`config.mk`:
```
export PLATFORM = sky130hd
export DESIGN_NAME = e1_crc4_monitor
export DESIGN_NICKNAME = d
export VERILOG_FILES = /design/src/rtl/e1crc_pkg.sv /design/src/rtl/e1crc_slot_decode.sv /design/src/rtl/e1crc_calc.sv /design/src/rtl/e1crc_err_acc.sv /design/src/rtl/e1_crc4_monitor.sv
export SDC_FILE = /design/constraint.sdc
export NUM_CORES = 1
export LEC_CHECK = 0
export BUFFER_PORTS_ARGS = -buffer_cell sky130_fd_sc_hd__buf_2
export CAP_MARGIN = 20
export CORE_MARGIN = 2
export CORE_UTILIZATION = 45
export DETAILED_ROUTE_END_ITERATION = 6
export PLACE_DENSITY = 0.69
export SYNTH_ARGS = -nofsm -noshare
export SYNTH_HDL_FRONTEND = slang
export SYNTH_SLANG_ARGS = --single-unit
```
`constraint.sdc`:
```
create_clock -name clk -period 2.1 [get_ports clk]
set_input_delay 0.42 -clock clk [delete_from_list [all_inputs] [get_ports clk]]
set_output_delay 0.42 -clock clk [all_outputs]
set_load 0.05 [all_outputs]
```
`src/rtl/e1crc_pkg.sv`:
```
package e1crc_pkg;
  localparam int unsigned CRC_W     = 4;
  localparam int unsigned SMF_IDX_W = 3;

  typedef logic [CRC_W-1:0] crc4_t;

  // One serial step of division by x^4 + x + 1 (message shifted by x^4).
  function automatic crc4_t crc4_step(input crc4_t cur, input logic din);
    logic fb;
    fb = cur[CRC_W-1] ^ din;
    return {cur[CRC_W-2:0], 1'b0} ^ {2'b00, fb, fb};
  endfunction
endpackage

```
`src/rtl/e1crc_slot_decode.sv`:
```
module e1crc_slot_decode
  import e1crc_pkg::*;
(
  input  logic                 bit_vld,
  input  logic                 frame_start,
  input  logic [SMF_IDX_W-1:0] smf_frame_idx,
  output logic                 chk_slot,
  output logic                 smf_first,
  output logic [1:0]           chk_sel
);
  // The first bit of an even frame carries one check bit.
  always_comb begin
    chk_slot  = bit_vld && frame_start && !smf_frame_idx[0];
    smf_first = bit_vld && frame_start && (smf_frame_idx == '0);
    chk_sel   = smf_frame_idx[SMF_IDX_W-1:1];
  end
endmodule

```
`src/rtl/e1crc_calc.sv`:
```
module e1crc_calc
  import e1crc_pkg::*;
(
  input  logic       clk,
  input  logic       rst_n,
  input  logic       rx_bit,
  input  logic       bit_vld,
  input  logic       chk_slot,
  input  logic       smf_first,
  input  logic [1:0] chk_sel,
  input  logic       mf_lock,
  output logic       err_hit
);
  crc4_t      crc_q, crc_n;
  crc4_t      ref_q, ref_n;
  crc4_t      rxc_q, rxc_n;
  logic [1:0] seed_q, seed_n;
  logic       err_q, err_n;
  logic       din;

  always_comb begin
    crc_n  = crc_q;
    ref_n  = ref_q;
    rxc_n  = rxc_q;
    seed_n = seed_q;
    err_n  = 1'b0;
    din    = chk_slot ? 1'b0 : rx_bit;
    if (bit_vld) begin
      crc_n = crc4_step(smf_first ? crc4_t'(0) : crc_q, din);
      if (chk_slot) rxc_n[2'd3 - chk_sel] = rx_bit;
      if (smf_first) begin
        ref_n = crc_q;
        if (mf_lock) begin
          if (seed_q == 2'd2) err_n = (rxc_q != ref_q);
          else                seed_n = seed_q + 2'd1;
        end
      end
    end
    if (!mf_lock) seed_n = 2'd0;
  end

  always_ff @(posedge clk or negedge rst_n) begin
    if (!rst_n) begin
      crc_q  <= '0;
      ref_q  <= '0;
      rxc_q  <= '0;
      seed_q <= 2'd0;
      err_q  <= 1'b0;
    end else begin
      crc_q  <= crc_n;
      ref_q  <= ref_n;
      rxc_q  <= rxc_n;
      seed_q <= seed_n;
      err_q  <= err_n;
    end
  end

  assign err_hit = err_q;
endmodule

```
`src/rtl/e1crc_err_acc.sv`:
```
module e1crc_err_acc #(
  parameter int unsigned CNT_W     = 10,
  parameter int unsigned EXC_LIMIT = 914
) (
  input  logic             clk,
  input  logic             rst_n,
  input  logic             err_hit,
  input  logic             sec_tick,
  input  logic             stat_rd,
  input  logic             crc_reframe_en,
  input  logic             reframe_dis,
  output logic [CNT_W-1:0] err_count,
  output logic             new_data,
  output logic             overrun,
  output logic             excess_err,
  output logic             reframe_req
);
  localparam logic [CNT_W-1:0] CNT_MAX = {CNT_W{1'b1}};
  localparam logic [CNT_W-1:0] LIMIT   = CNT_W'(EXC_LIMIT);

  logic [CNT_W-1:0] run_q, run_n, run_inc, lat_q, lat_n;
  logic             nd_q, nd_n, ov_q, ov_n, ex_q, ex_n;

  always_comb begin
    run_inc = (err_hit && run_q != CNT_MAX) ? run_q + 1'b1 : run_q;
    run_n   = run_inc;
    lat_n   = lat_q;
    ex_n    = ex_q;
    nd_n    = stat_rd ? 1'b0 : nd_q;
    ov_n    = stat_rd ? 1'b0 : ov_q;
    if (sec_tick) begin
      lat_n = run_inc;
      run_n = '0;
      ex_n  = (run_inc > LIMIT);
      nd_n  = 1'b1;
      if (nd_q && !stat_rd) ov_n = 1'b1;
    end
  end

  always_ff @(posedge clk or negedge rst_n) begin
    if (!rst_n) begin
      run_q <= '0;
      lat_q <= '0;
      nd_q  <= 1'b0;
      ov_q  <= 1'b0;
      ex_q  <= 1'b0;
    end else begin
      run_q <= run_n;
      lat_q <= lat_n;
      nd_q  <= nd_n;
      ov_q  <= ov_n;
      ex_q  <= ex_n;
    end
  end

  assign err_count   = lat_q;
  assign new_data    = nd_q;
  assign overrun     = ov_q;
  assign excess_err  = ex_q;
  assign reframe_req = ex_q && crc_reframe_en && !reframe_dis;
endmodule

```
`src/rtl/e1_crc4_monitor.sv`:
```
module e1_crc4_monitor
  import e1crc_pkg::*;
#(
  parameter int unsigned CNT_W     = 10,
  parameter int unsigned EXC_LIMIT = 914
) (
  input  logic                 clk,
  input  logic                 rst_n,
  input  logic                 rx_bit,
  input  logic                 bit_vld,
  input  logic                 frame_start,
  input  logic [SMF_IDX_W-1:0] smf_frame_idx,
  input  logic                 mf_lock,
  input  logic                 sec_tick,
  input  logic                 stat_rd,
  input  logic                 crc_reframe_en,
  input  logic                 reframe_dis,
  output logic [CNT_W-1:0]     err_count,
  output logic                 new_data,
  output logic                 overrun,
  output logic                 excess_err,
  output logic                 reframe_req
);
  logic       chk_slot, smf_first, err_hit;
  logic [1:0] chk_sel;

  e1crc_slot_decode u_dec (
    .bit_vld      (bit_vld),
    .frame_start  (frame_start),
    .smf_frame_idx(smf_frame_idx),
    .chk_slot     (chk_slot),
    .smf_first    (smf_first),
    .chk_sel      (chk_sel)
  );

  e1crc_calc u_calc (
    .clk      (clk),
    .rst_n    (rst_n),
    .rx_bit   (rx_bit),
    .bit_vld  (bit_vld),
    .chk_slot (chk_slot),
    .smf_first(smf_first),
    .chk_sel  (chk_sel),
    .mf_lock  (mf_lock),
    .err_hit  (err_hit)
  );

  e1crc_err_acc #(.CNT_W(CNT_W), .EXC_LIMIT(EXC_LIMIT)) u_acc (
    .clk           (clk),
    .rst_n         (rst_n),
    .err_hit       (err_hit),
    .sec_tick      (sec_tick),
    .stat_rd       (stat_rd),
    .crc_reframe_en(crc_reframe_en),
    .reframe_dis   (reframe_dis),
    .err_count     (err_count),
    .new_data      (new_data),
    .overrun       (overrun),
    .excess_err    (excess_err),
    .reframe_req   (reframe_req)
  );
endmodule

```
==> flow_summary.toml <==
[clock_tree]
postCtsSetupBuffers = 0
clock_path_buffers = 2
cts.sinks = 38
cts_root_buffer = "clkbuf_8"
hold_buffers = 0
cts_max_level = 2
cts_buffers = 5
insertion_delay_ns = 0.28
path_clk_slew_ns = 0.07
ctsResizeCount = 0
cts_tree = "yes"

[yosys]
syn_area_sq_um = 1890
syn_inst = 190
synth_ff_type = "dfrtp_1"
syn_area_per_cell_sq_um = 9.93
yosys_warnings = 0
synth.net_count = 205
synth-edff-count = 0
yosysSeqAreaShare = 0.504
synth.distinct_cells = 41
synth_seq_cells = 38
async_flop_share = 1.00

[pwr]
ir_drop_mv = 0.609
internal_power_mw = 1.21
p_sw_mw = 0.481
p_clk_frac = 0.301
power_frac_comb = 0.167
power_density_nw_per_um2 = 790
switching_share = 0.284
finalPower_mw = 1.69
power.leakage_nw = 1.05
p_seq_frac = 0.532

[grt]
grt_start_max_net_pins = 39
antenna_found_initial = 0
grt_pass1_vias = 1224
grt_pass1_wl_um = 5530
grt_usage = 0.157
grt-ovfl-total = 0

[die]
fp.dieArea_sq_um = 4730
start_util = 0.468
io_pins = 27
die_w_um = 68.8
core_area_sq_um = 4030
rows = 23
fp.dieH_um = 68.8

[detailed_routing]
ant_nets = 0
vias = 1341
drc = 0
dr.pass1.iters = 4
drt_iter0_markers = 69
wl_per_cell_um = 12.3
vias_per_cell = 5.02
wl_um = 3280

[setup_path]
critPathArrivalTime_ns = 1.90
startpoint_type = "flop"
path_cells = "ha_1, nand4_1, a31oi_1, nand2_1, o2111ai_1, o32ai_2"
rr_endpoint = "u_acc.excess_err$_DFFE_PN0P_"
ff2ff_setup_slack_ns = 0.35
cpPeakStageDelay_ns = 0.45
crit_required_ns = 2.25
reg2regPathDepth = 6
critPathMaxFanout = 7
cpMaxStageDelayCell = "dfrtp_1"
path_class = "reg -> reg"
end_kind = "flop"
r2r-start = "u_acc.run_q[1]$_DFF_PN0_"

[finish]
mostFrequentLayoutCells = "38 x dfrtp_1, 28 x nand2_1, 26 x buf_2"
stdcell_count = 267
final_common_cell = "dfrtp_1"
multiInputGateArea_sq_um = 862
finish.utilization = 0.532
layout-drive-gt1-share = 0.230
areaGrowthSynthToFinish_pct = 13.5
nets = 231
ff_latch_area_sq_um = 951
fillCellCount = 356
antenna_cells = 0

[outcome]
outcome = "finished, final reports clean"

[sta]
fin_crit_ns = 1.75
worstMarginPinSlew_ns = 0.807
fmax_ghz = 0.572
fin_crit_sh = 0.832
skew_ns = 0.00673
tns_ns = 0
setup_viol = 0
relSlewSlack = 0.462
rsz0062_at_grt = "false"
drv_slew = 0
finalHoldViolCount = 0

[placed_design]
placed_cells = 259
io_buffers = 26
dp_hpwl_um = 2330
gp_congestion = 0.879

[run]
drv_cap = 0

[hold_path]
worstHoldPathType = "in -> async"
-- power groups by stage --
stage,logic (mW),clock network [mW],registers (mW)
floorplan,0.179,0,0.936
global placement,0.276,0,0.912
detailed placement,0.286,0,0.913
CTS,0.287,0.525,0.900
global route,0.324,0.552,0.912
finish,0.282,0.509,0.900
-- synthesized netlist by cell type (2+ instances only) --
cell	number	share of area
a21boi_1	2	0.0080
a21oi_1	11	0.029
and3_1	2	0.0066
buf_2	5	0.013
buf_4	2	0.0080
clkbuf_1	2	0.0040
dfrtp_1	38	0.50
ha_1	2	0.013
inv_1	7	0.014
mux2_2	4	0.024
mux2_4	2	0.016
mux2i_1	6	0.032
nand2_1	28	0.056
nand3_1	6	0.016
nand4_1	3	0.0099
nor2_1	25	0.050
nor2b_1	2	0.0066
nor3_1	2	0.0053
o21ai_0	5	0.013
o21bai_1	2	0.0080
or3_1	3	0.0099
xnor2_1	4	0.019
xor2_1	9	0.042
-- through the flow --
stage          area, sq um  setup WS (ns)  hold WS (ns)
2_1_floorplan         1890          0.302         0.124
3_3_place_gp          2050          0.336         0.479
3_5_place_dp          2050          0.300         0.483
4_1_cts               2140          0.346         0.257
5_1_grt               2140          0.155         0.300
6_report              2140          0.352         0.222
-- kinds of logic (layout without fill, tap and decap cells) --
logic type | after synthesis | count (layout) | synth area share
simple gates | 79 | 79 | 0.202
flops | 38 | 38 | 0.504
compound gates | 30 | 30 | 0.109
buf+inv | 16 | 43 | 0.0391
xor+xnor | 13 | 13 | 0.0603
mux | 12 | 12 | 0.0716
fa+ha+maj | 2 | 2 | 0.0133
-- cell type report --
| type | count | area share |
|---|---|---|
| Inverter | 7 | 0.0123 |
| Clock inverter | 2 | 0.00584 |
| Timing Repair Buffer | 28 | 0.0678 |
| Clock buffer | 6 | 0.0386 |
| Tap cell | 50 | 0.0292 |
| Multi-Input combinational cell | 136 | 0.402 |
| Sequential cell | 38 | 0.444 |
-- metal layers --
metal	routed length [um]	global-route usage	up-vias
met5	0	0	-
met4	35	0.0441	0
met3	83	0.0341	4
met2	1450	0.245	16
met1	1720	0.221	626
li1	-	-	695
-- state kept, by name, summed over array words and instances (netlist names), 2 cells and up --
signal,flops
u_calc.rxc_q,4
u_acc.run_q,10
u_calc.ref_q,4
u_calc.seed_q,2
u_acc.err_count,10
u_calc.crc_q,4
-- critical path, delay by kind of cell, from the launching register on --
kind | cells | cell delay, ns
AOI/OAI and AO/OA | 3 | 0.65
DFF | 1 | 0.45
and+or+nand+nor | 2 | 0.28
adders and majority gates | 1 | 0.26
-- worst max-delay path by stage --
stage,end,start,cells after the start
after floorplan,reframe_req,u_acc.excess_err$_DFFE_PN0P_,2
after global placement,u_calc.seed_q[0]$_DFFE_PN0P_,bit_vld,5
after detailed placement,u_calc.seed_q[1]$_DFFE_PN0P_,bit_vld,5
after CTS,u_acc.err_count[6]$_DFFE_PN0P_,u_acc.run_q[1]$_DFF_PN0_,6
after global routing,u_acc.err_count[6]$_DFFE_PN0P_,u_acc.run_q[1]$_DFF_PN0_,6
final,u_acc.excess_err$_DFFE_PN0P_,u_acc.run_q[1]$_DFF_PN0_,6
No activity file was read; power rests on OpenSTA's default activity.
